## src/rtl/tlb_pkg.sv

```systemverilog
package tlb_pkg;
    parameter int VPN_W    = 20;
    parameter int PPN_W    = 20;
    parameter int CTRL_W   = 4;
    parameter int WAYS     = 4;
    parameter int SET_BITS = 4;

    localparam int SETS  = 1 << SET_BITS;
    localparam int TAG_W = VPN_W - SET_BITS;
    localparam int WAY_W = $clog2(WAYS);

    typedef logic [TAG_W-1:0]    tag_t;
    typedef logic [SET_BITS-1:0] set_t;
    typedef logic [WAY_W-1:0]    way_t;

    typedef struct packed {
        logic              valid;
        tag_t              tag;
        logic [PPN_W-1:0]  ppn;
        logic [CTRL_W-1:0] ctrl;
    } entry_t;

    // age 0 = most recently used, WAYS-1 = least recently used
    typedef logic [WAYS-1:0][WAY_W-1:0] ages_t;

    function automatic ages_t ages_touch(ages_t a, way_t w);
        ages_t r;
        for (int i = 0; i < WAYS; i++) begin
            if (way_t'(i) == w)  r[i] = '0;
            else if (a[i] < a[w]) r[i] = a[i] + 1'b1;
            else                  r[i] = a[i];
        end
        return r;
    endfunction

    function automatic ages_t ages_init();
        ages_t r;
        for (int i = 0; i < WAYS; i++) r[i] = way_t'(WAYS - 1 - i);
        return r;
    endfunction
endpackage

```

## src/rtl/tlb_way.sv

```systemverilog
module tlb_way
    import tlb_pkg::*;
(
    input  logic   clk,
    input  logic   rst,
    input  logic   flush,
    input  set_t   rd_set,
    input  set_t   fl_set,
    input  logic   wr_en,
    input  entry_t wr_entry,
    output entry_t rd_entry,
    output entry_t fl_entry
);
    entry_t mem_q [SETS];

    always_ff @(posedge clk) begin
        if (rst || flush) begin
            for (int s = 0; s < SETS; s++) mem_q[s].valid <= 1'b0;
        end else if (wr_en) begin
            mem_q[fl_set] <= wr_entry;
        end
    end

    assign rd_entry = mem_q[rd_set];
    assign fl_entry = mem_q[fl_set];
endmodule

```

## src/rtl/tlb_ages.sv

```systemverilog
module tlb_ages
    import tlb_pkg::*;
(
    input  logic clk,
    input  logic rst,
    input  logic flush,
    input  logic fill_en,
    input  set_t fill_set,
    input  way_t fill_way,
    input  logic hit_en,
    input  set_t hit_set,
    input  way_t hit_way,
    output way_t victim
);
    ages_t age_q [SETS];

    always_ff @(posedge clk) begin
        for (int s = 0; s < SETS; s++) begin
            if (rst || flush)
                age_q[s] <= ages_init();
            else if (fill_en && fill_set == set_t'(s))
                age_q[s] <= ages_touch(age_q[s], fill_way);
            else if (hit_en && hit_set == set_t'(s))
                age_q[s] <= ages_touch(age_q[s], hit_way);
        end
    end

    always_comb begin
        victim = '0;
        for (int i = 0; i < WAYS; i++)
            if (age_q[fill_set][i] == way_t'(WAYS - 1)) victim = way_t'(i);
    end
endmodule

```

## src/rtl/tlb_lru.sv

```systemverilog
module tlb_lru
    import tlb_pkg::*;
(
    input  logic              clk,
    input  logic              rst,
    input  logic              flush,
    input  logic              lk_en,
    input  logic [VPN_W-1:0]  lk_vpn,
    output logic              lk_hit,
    output logic [PPN_W-1:0]  lk_ppn,
    output logic [CTRL_W-1:0] lk_ctrl,
    input  logic              fill_en,
    input  logic [VPN_W-1:0]  fill_vpn,
    input  logic [PPN_W-1:0]  fill_ppn,
    input  logic [CTRL_W-1:0] fill_ctrl
);
    set_t   lk_set, fl_set;
    tag_t   lk_tag, fl_tag;
    entry_t rd_e [WAYS];
    entry_t fl_e [WAYS];
    entry_t wr_entry;
    logic   fill_go;
    logic   hit_any;
    way_t   hit_way, fill_way, victim;

    assign lk_set  = lk_vpn[SET_BITS-1:0];
    assign lk_tag  = lk_vpn[VPN_W-1:SET_BITS];
    assign fl_set  = fill_vpn[SET_BITS-1:0];
    assign fl_tag  = fill_vpn[VPN_W-1:SET_BITS];
    assign fill_go = fill_en && !flush;
    assign wr_entry = '{valid: 1'b1, tag: fl_tag, ppn: fill_ppn, ctrl: fill_ctrl};

    for (genvar w = 0; w < WAYS; w++) begin : g_way
        tlb_way u_way (
            .clk      (clk),
            .rst      (rst),
            .flush    (flush),
            .rd_set   (lk_set),
            .fl_set   (fl_set),
            .wr_en    (fill_go && fill_way == way_t'(w)),
            .wr_entry (wr_entry),
            .rd_entry (rd_e[w]),
            .fl_entry (fl_e[w])
        );
    end

    // lookup side: tag compare and one-hot style merge
    always_comb begin
        hit_any = 1'b0;
        hit_way = '0;
        lk_ppn  = '0;
        lk_ctrl = '0;
        for (int i = 0; i < WAYS; i++) begin
            if (lk_en && rd_e[i].valid && rd_e[i].tag == lk_tag) begin
                hit_any = 1'b1;
                hit_way = way_t'(i);
                lk_ppn  = lk_ppn  | rd_e[i].ppn;
                lk_ctrl = lk_ctrl | rd_e[i].ctrl;
            end
        end
    end
    assign lk_hit = hit_any;

    // fill side: existing match, else lowest empty way, else LRU victim
    always_comb begin
        logic dup, empty;
        way_t dup_w, empty_w;
        dup = 1'b0; empty = 1'b0; dup_w = '0; empty_w = '0;
        for (int i = WAYS - 1; i >= 0; i--) begin
            if (fl_e[i].valid && fl_e[i].tag == fl_tag) begin
                dup = 1'b1; dup_w = way_t'(i);
            end
            if (!fl_e[i].valid) begin
                empty = 1'b1; empty_w = way_t'(i);
            end
        end
        if (dup)        fill_way = dup_w;
        else if (empty) fill_way = empty_w;
        else            fill_way = victim;
    end

    tlb_ages u_ages (
        .clk      (clk),
        .rst      (rst),
        .flush    (flush),
        .fill_en  (fill_go),
        .fill_set (fl_set),
        .fill_way (fill_way),
        .hit_en   (hit_any),
        .hit_set  (lk_set),
        .hit_way  (hit_way),
        .victim   (victim)
    );
endmodule

```

## config.mk

```make
export PLATFORM = sky130hd
export DESIGN_NAME = tlb_lru
export DESIGN_NICKNAME = d
export VERILOG_FILES = /design/src/rtl/tlb_pkg.sv /design/src/rtl/tlb_way.sv /design/src/rtl/tlb_ages.sv /design/src/rtl/tlb_lru.sv
export SDC_FILE = /design/constraint.sdc
export NUM_CORES = 2
export LEC_CHECK = 0
export BUFFER_PORTS_ARGS = -buffer_cell sky130_fd_sc_hd__buf_2
export CAP_MARGIN = 0
export CORE_MARGIN = 2
export CORE_UTILIZATION = 60
export CTS_CLUSTER_DIAMETER = 80
export CTS_CLUSTER_SIZE = 25
export DETAILED_ROUTE_END_ITERATION = 8
export PLACE_DENSITY = 0.76
export REMOVE_ABC_BUFFERS = 1
export SLEW_MARGIN = 30
export SYNTH_ARGS = -nofsm -noshare
export SYNTH_HDL_FRONTEND = slang
export SYNTH_SLANG_ARGS = --single-unit
```

## constraint.sdc

```tcl
create_clock -name clk -period 10.3 [get_ports clk]
set_input_delay 2.575 -clock clk [delete_from_list [all_inputs] [get_ports clk]]
set_output_delay 2.575 -clock clk [all_outputs]
set_load 0.02 [all_outputs]
```

# --- Yosys cells after proc, flatten, opt, wreduce, memory -nomap -nowiden ---
# Memory sizes are Yosys's and may differ from the RTL's.
# Index checks and enable logic that the tools add are counted.
op_classes:
  magnitude_cmp: 130
  n_eq_ne: 50
  add_sub_neg: 64
  n_reduce_logical: 59
  n_bitwise: 38
  muxes: 846
ops:
  columns: ["op", "count"]
  rows:
  - ["2-bit two-way mux", 626]
  - ["2-bit < comparator", 128]
  - ["8-bit two-way mux", 32]
  - ["41-bit two-way mux", 4]
  - ["41-bit OR reduction", 4]
  - ["1-bit two-way mux", 140]
  - ["2-bit by 1-bit adder with 2-bit output (second input constant)", 64]
  - ["2-bit binary-select mux with 2-bit select", 32]
  - ["16-bit equality test", 8]
  - ["20-bit two-way mux", 4]
  - ["4-bit equality test (second input constant)", 16]
  - ["20-bit OR", 3]
  - ["1-bit logical AND", 49]
  - ["4-bit by 3-bit equality test with 1-bit output (second input constant)", 8]
  - ["4-bit two-way mux", 8]
  - ["1-bit OR", 32]
  - ["4-bit by 2-bit equality test with 1-bit output (second input constant)", 4]
  - ["4-bit OR", 3]
  - ["2-bit equality test (second input constant)", 5]
  - ["2-bit equality test (first input constant)", 4]
  - ["4-bit by 1-bit equality test with 1-bit output (second input constant)", 2]
  - ["4-bit logical NOT", 2]
  - ["2-bit by 3-bit < comparator with 1-bit output (second input constant)", 2]
  - ["1-bit by 2-bit equality test with 1-bit output (first input constant)", 2]
  - ["4 further kinds", 5]
word_totals:
  ramBits: 2752
  in_bits: 69
  elab_cells: 1192
  output_inout_bits: 25
  mem_count: 5
  reg_bits: 0
memory_table:
  columns: ["memory", "depth", "width", "read_ports", "rd_ports_with_merged_regs", "wr", "line_no", "rtl"]
  rows:
  - ["g_way[0].u_way.mem_q", 16, 41, 2, 0, 16, "tlb_way.sv:14", "entry_t mem_q [SETS];"]
  - ["g_way[1].u_way.mem_q", 16, 41, 2, 0, 16, "tlb_way.sv:14", null]
  - ["g_way[2].u_way.mem_q", 16, 41, 2, 0, 16, "tlb_way.sv:14", null]
  - ["g_way[3].u_way.mem_q", 16, 41, 2, 0, 16, "tlb_way.sv:14", null]
  - ["u_ages.age_q", 16, 8, 17, 0, 16, "tlb_ages.sv:15", "ages_t age_q [SETS];"]

# --- Depth between registers and ports, before layout ---
# An unclocked memory read counts as a cell.
depth:
  word_depth: 17
  mapped_depth: 25
  ltp_nobuf: 16

# --- By module ---
# From an unflattened synthesis, not the netlist that was laid out.
unflattened:
  cells_unflattened: 7591
  hier_area_um2: 134753.0
modules_own_cells:
  columns: ["mod", "area_per_inst_um2", "cells_each", "instances", "seq_area_each_um2"]
  rows:
  - ["tlb_way at g_way[0].u_way ...", 29540.8, 1418, 2, 19698.9]
  - ["tlb_way at g_way[2].u_way", 29554.6, 1418, 1, 19698.9]
  - ["tlb_way at g_way[1].u_way", 29553.3, 1418, 1, 19698.9]
  - ["tlb_ages", 14323.7, 1628, 1, 3843.7]
  - ["tlb_lru", 2239.6, 291, 1, 0.0]

# --- Worst setup path before layout ---
# No wires, ideal clock.
synth_timing:
  path_type: "input to output"
  startpoint: "input port lk_vpn[0]"
  endpoint: "output port lk_ctrl[0]"
  slack_ns: 1.304
  cell_stages: 13
  n_path_buf: 10
  required_ns: 7.725
  arrival_ns: 6.421
  cell_sequence: "buf_2 > buf_4 > buf_6 > buf_4 > buf_6 > buf_4 > buf_2 > buf_2 > buf_1 > buf_1 > mux4_2 > mux4_2 > a221o_1"
synth_between:
  elab_chain_len: 10
  elab_cells_between_ends: 23
  cone_classes: "eq/ne (4); mux (4); bitwise (3); reduce/logical (8); memory (4)"
synth_rtl:
  columns: ["element", "line_no", "rtl"]
  rows:
  - ["start: declaration", "tlb_lru.sv:8", "input logic [VPN_W-1:0] lk_vpn,"]
  - ["memory read 16 x 41 bit", null, null]
  - ["16-bit equality test or 1-bit logical AND (tied branches)", "tlb_lru.sv:54", "if (lk_en && rd_e[i].valid && rd_e[i].tag == lk_tag) begin"]
  - ["1-bit logical AND", "tlb_lru.sv:54", null]
  - ["4-bit two-way mux", "tlb_lru.sv:54", null]
  - ["4-bit OR", "tlb_lru.sv:58", "lk_ctrl = lk_ctrl | rd_e[i].ctrl;"]
  - ["4-bit two-way mux", "tlb_lru.sv:54", null]
  - ["4-bit OR", "tlb_lru.sv:58", null]
  - ["4-bit two-way mux", "tlb_lru.sv:54", null]
  - ["4-bit OR", "tlb_lru.sv:58", null]
  - ["4-bit two-way mux *", "tlb_lru.sv:54", null]
  - ["end: declaration", "tlb_lru.sv:11", "output logic [CTRL_W-1:0] lk_ctrl,"]
# Mark *: on every way between the ends. The rest lies on a longest branch, timed or not.

# --- Worst setup path in the final report ---
layout_timing:
  startpoint: "input port lk_vpn[0]"
  endpoint: "output port lk_ppn[13]"
layout_between:
  elab_chain_len: 10
  elab_cells_between_ends: 23
  cone_classes: "eq/ne (4); mux (4); bitwise (3); reduce/logical (8); memory (4)"
layout_rtl:
  columns: ["element", "line_no", "rtl"]
  rows:
  - ["memory read 16 x 41 bit", null, null]
  - ["16-bit equality test or 1-bit logical AND (tied branches)", "tlb_lru.sv:54", null]
  - ["1-bit logical AND", "tlb_lru.sv:54", null]
  - ["20-bit two-way mux", "tlb_lru.sv:54", null]
  - ["20-bit OR", "tlb_lru.sv:57", "lk_ppn = lk_ppn | rd_e[i].ppn;"]
  - ["20-bit two-way mux", "tlb_lru.sv:54", null]
  - ["20-bit OR", "tlb_lru.sv:57", null]
  - ["20-bit two-way mux", "tlb_lru.sv:54", null]
  - ["20-bit OR", "tlb_lru.sv:57", null]
  - ["20-bit two-way mux *", "tlb_lru.sv:54", null]
  - ["end: declaration", "tlb_lru.sv:10", "output logic [PPN_W-1:0] lk_ppn,"]
# Marks and branches as above.

==> flow_summary.toml <==
[status]
status = "finished, violations left"
violations = "design-rule violations"

[sta]
skew_ps = 77.2
fmax_mhz = 104
setup_viol = 0
worstMarginPinSlew_ps = 1150
rsz0062_at_grt = "false"
fin_crit_ps = 9580
finalSetupTns_ps = 0
hold_viol = 0
hold_ws_ps = 476
relSlewSlack = 0.232
period_share = 0.930
worst_slack_ps = 722
drv_slew = 0

[finish]
stdcell_count = 10200
fillerInstances = 13900
nNetsFinal = 7467
drive_gt1_frac = 0.249
final_common_cell = "edfxtp_1"
synthToLayoutAreaGrowth_pct = 8.42
final_cell_mix = "edfxtp_1, mux4_2, mux2i_1"
final_area_sq_um = 137000

[route]
wirelength_mm = 422
drt_iter0_drc = 14500
vias = 78700
avgViaCountPerCell = 7.71
dr.pass1.iters = 9
avgRoutedWirePerCell_microns = 41.3
drc = 4
drtAntennaViolNets = 0

[setup_path]
cp-start-kind = "input port"
r2r_end = "u_ages.age_q[7][0]"
path_delay_family = "buffers and inverters"
crit_type = "in2out"
required_ps = 7730
max_stage_delay_ps = 540
crit_arrival_ps = 7000
crit_fanout = 54
cp_num_cells = 14
r2r_slack_ps = 4420
crit_buf_inv = 6
r2r_start = "g_way[2].u_way.mem_q[11][24]"
startpoint = "lk_vpn[0]"
worst_path_max_delay_cell = "mux4_2"
cp_cell_sequence = "buf_8 -> buf_12 -> buf_4 -> mux4_2 -> xnor2_1 -> nor2_1 -> a2111oi_0 -> o22ai_1 -> a211oi_2 -> buf_4 -> and3_2 -> buf_12 -> a221o_1 -> buf_2"
worstSetupEndpointType = "output pin"
endpoint = "lk_ppn[13]"
rr_worst_depth = 18

[clocking]
root_buffer = "clkbuf_16"
clk_pin_slew_ps = 80
cts_tree = "done"
clock-sinks = 2752
clock_latency_ps = 900
htreeDepth = 4
numCtsBuffers = 141
ctsResizeCount = 0
cts_buffer_depth = 3
ctsHoldBuffers = 0
cts_setup_buffers = 0

[synthesis]
syn_area_per_cell_sq_um = 17.5
syn-cell-area_sq_um = 127000
post-synth-top-area-fraction = 0.637
synthAdderAreaFrac = 0.00996
yosys_warnings = 0
synth_cell_types = 120
muxShareOfSynthArea = 0.199
synth_top_family_by_area = "multiplexers"
synth_xor_area_frac = 0.0151
yosysTopAreaCell = "edfxtp_1"
synth_seq_cells = 2752
synth_enable_flop_cells = 2688
synthTopCellsByArea = "edfxtp_1, mux4_2, mux2i_1"
synth-simple-area-share = 0.0399
synth_async_sr_flop_share = 0
synth_compound_area_frac = 0.0653
synth_flop_cell = "edfxtp_1"
synth_seq_area_share = 0.647
syn_inst = 7240

[placed_design]
io_buffers = 93
dp.cells = 9994
place_congestion = 1.03
place_worst_setup_slack_ps = 945
dpl_cell_area_sq_um = 133000
dp_hpwl_mm = 259

[hold_path]
hold_class = "reg2reg"

[global_route]
grt_max_degree = 108
grt_pass1_vias = 76400
overflow = 0
antenna_found_initial = 13
grt_pass1_wl_mm = 585
grt_use_total = 0.390

[power_and_ir_drop]
p_leak_nw = 44.7
ir_drop_v = 0.000207
power.density_nw_per_um2 = 149

[floorplanning]
dieArea_sq_um = 215000
coreArea_sq_um = 210000
rows = 168
die_h_microns = 464
io_pins = 94
die_x_microns = 464
start_util = 0.605

[flow_run]
maxCapViolations = 0
## through the flow
| step | util | total power, mW |
|---|---|---|
| 5_1_grt | 0.655 | 20.9 |
| 6_report | 0.655 | 20.5 |
| 3_5_place_dp | 0.634 | 14.3 |
| 2_1_floorplan | - | 13.4 |
| 4_1_cts | 0.655 | 20.5 |
| 3_3_place_gp | 0.633 | 14.3 |
## final cells by class
class | count | area [sq um] | area share
sequential | 2752 | 82000 | 0.596
multi-input combinational | 3895 | 42400 | 0.308
timing repair buffer | 466 | 4920 | 0.0358
clock buffer | 159 | 3710 | 0.0270
tap | 2805 | 3510 | 0.0255
clock inverter | 44 | 606 | 0.00440
inverter | 78 | 300 | 0.00218
antenna | 13 | 32.5 | 0.000237
## worst min-delay path by stage
stage                                             from  cells after the start                      endpoint  slack [ps]
after global placement    g_way[3].u_way.mem_q[14][40]                      1  g_way[3].u_way.mem_q[14][40]         450
after detailed placement  g_way[0].u_way.mem_q[15][40]                      1  g_way[0].u_way.mem_q[15][40]         460
after floorplan            g_way[1].u_way.mem_q[9][40]                      1   g_way[1].u_way.mem_q[9][40]         440
after global routing      g_way[2].u_way.mem_q[13][40]                      1  g_way[2].u_way.mem_q[13][40]         500
after CTS                 g_way[0].u_way.mem_q[15][40]                      1  g_way[0].u_way.mem_q[15][40]         480
final                     g_way[0].u_way.mem_q[15][40]                      1  g_way[0].u_way.mem_q[15][40]         480
## where the power goes
part | internal (mW) | switching (mW)
Clock | 2.72 | 3.67
Sequential | 12.3 | 0.0524
Combinational | 0.666 | 1.10
Total | 15.7 | 4.83
## flip-flops by register name, summed over array words and instances, names as in the netlist
register / flops
g_way.u_way.mem_q: 2624
u_ages.age_q: 128
## cell usage after synthesis (24+ instances only)
library cell,count
dfxtp_1,64
buf_1,67
buf_4,66
mux2i_1,393
o22ai_1,133
mux2_2,75
a21oi_1,158
nand2_1,336
buf_6,44
edfxtp_1,2688
a221o_1,48
nor3_1,58
nand4_1,25
or3_1,27
a22o_1,35
mux4_2,907
o21ai_0,141
o211ai_1,31
a21o_1,94
nor2_1,251
ha_1,64
maj3_1,27
a22oi_1,109
xor2_1,41
nand3_1,143
a31oi_1,50
a221oi_1,29
buf_2,111
nor4_1,24
o21a_1,24
a211oi_1,26
clkbuf_1,217
a211o_1,26
xnor2_1,178
inv_1,62
## per-layer routing
| metal | part of all wire | up-vias | track usage |
|---|---|---|---|
| li1 | - | 30100 | - |
| met1 | 0.32 | 39900 | 0.500 |
| met2 | 0.45 | 7143 | 0.593 |
| met3 | 0.14 | 1550 | 0.105 |
| met4 | 0.084 | 10 | 0.255 |
| met5 | 0.00016 | - | 0.000446 |
## logic make-up after synthesis
kind of cell / after synthesis
flops: 2752
xor+xnor: 219
simple gates: 1041
buf+inv: 593
compound gates: 1151
mux: 1376
fa+ha+maj: 108
Power figures use the tool's default switching activity.
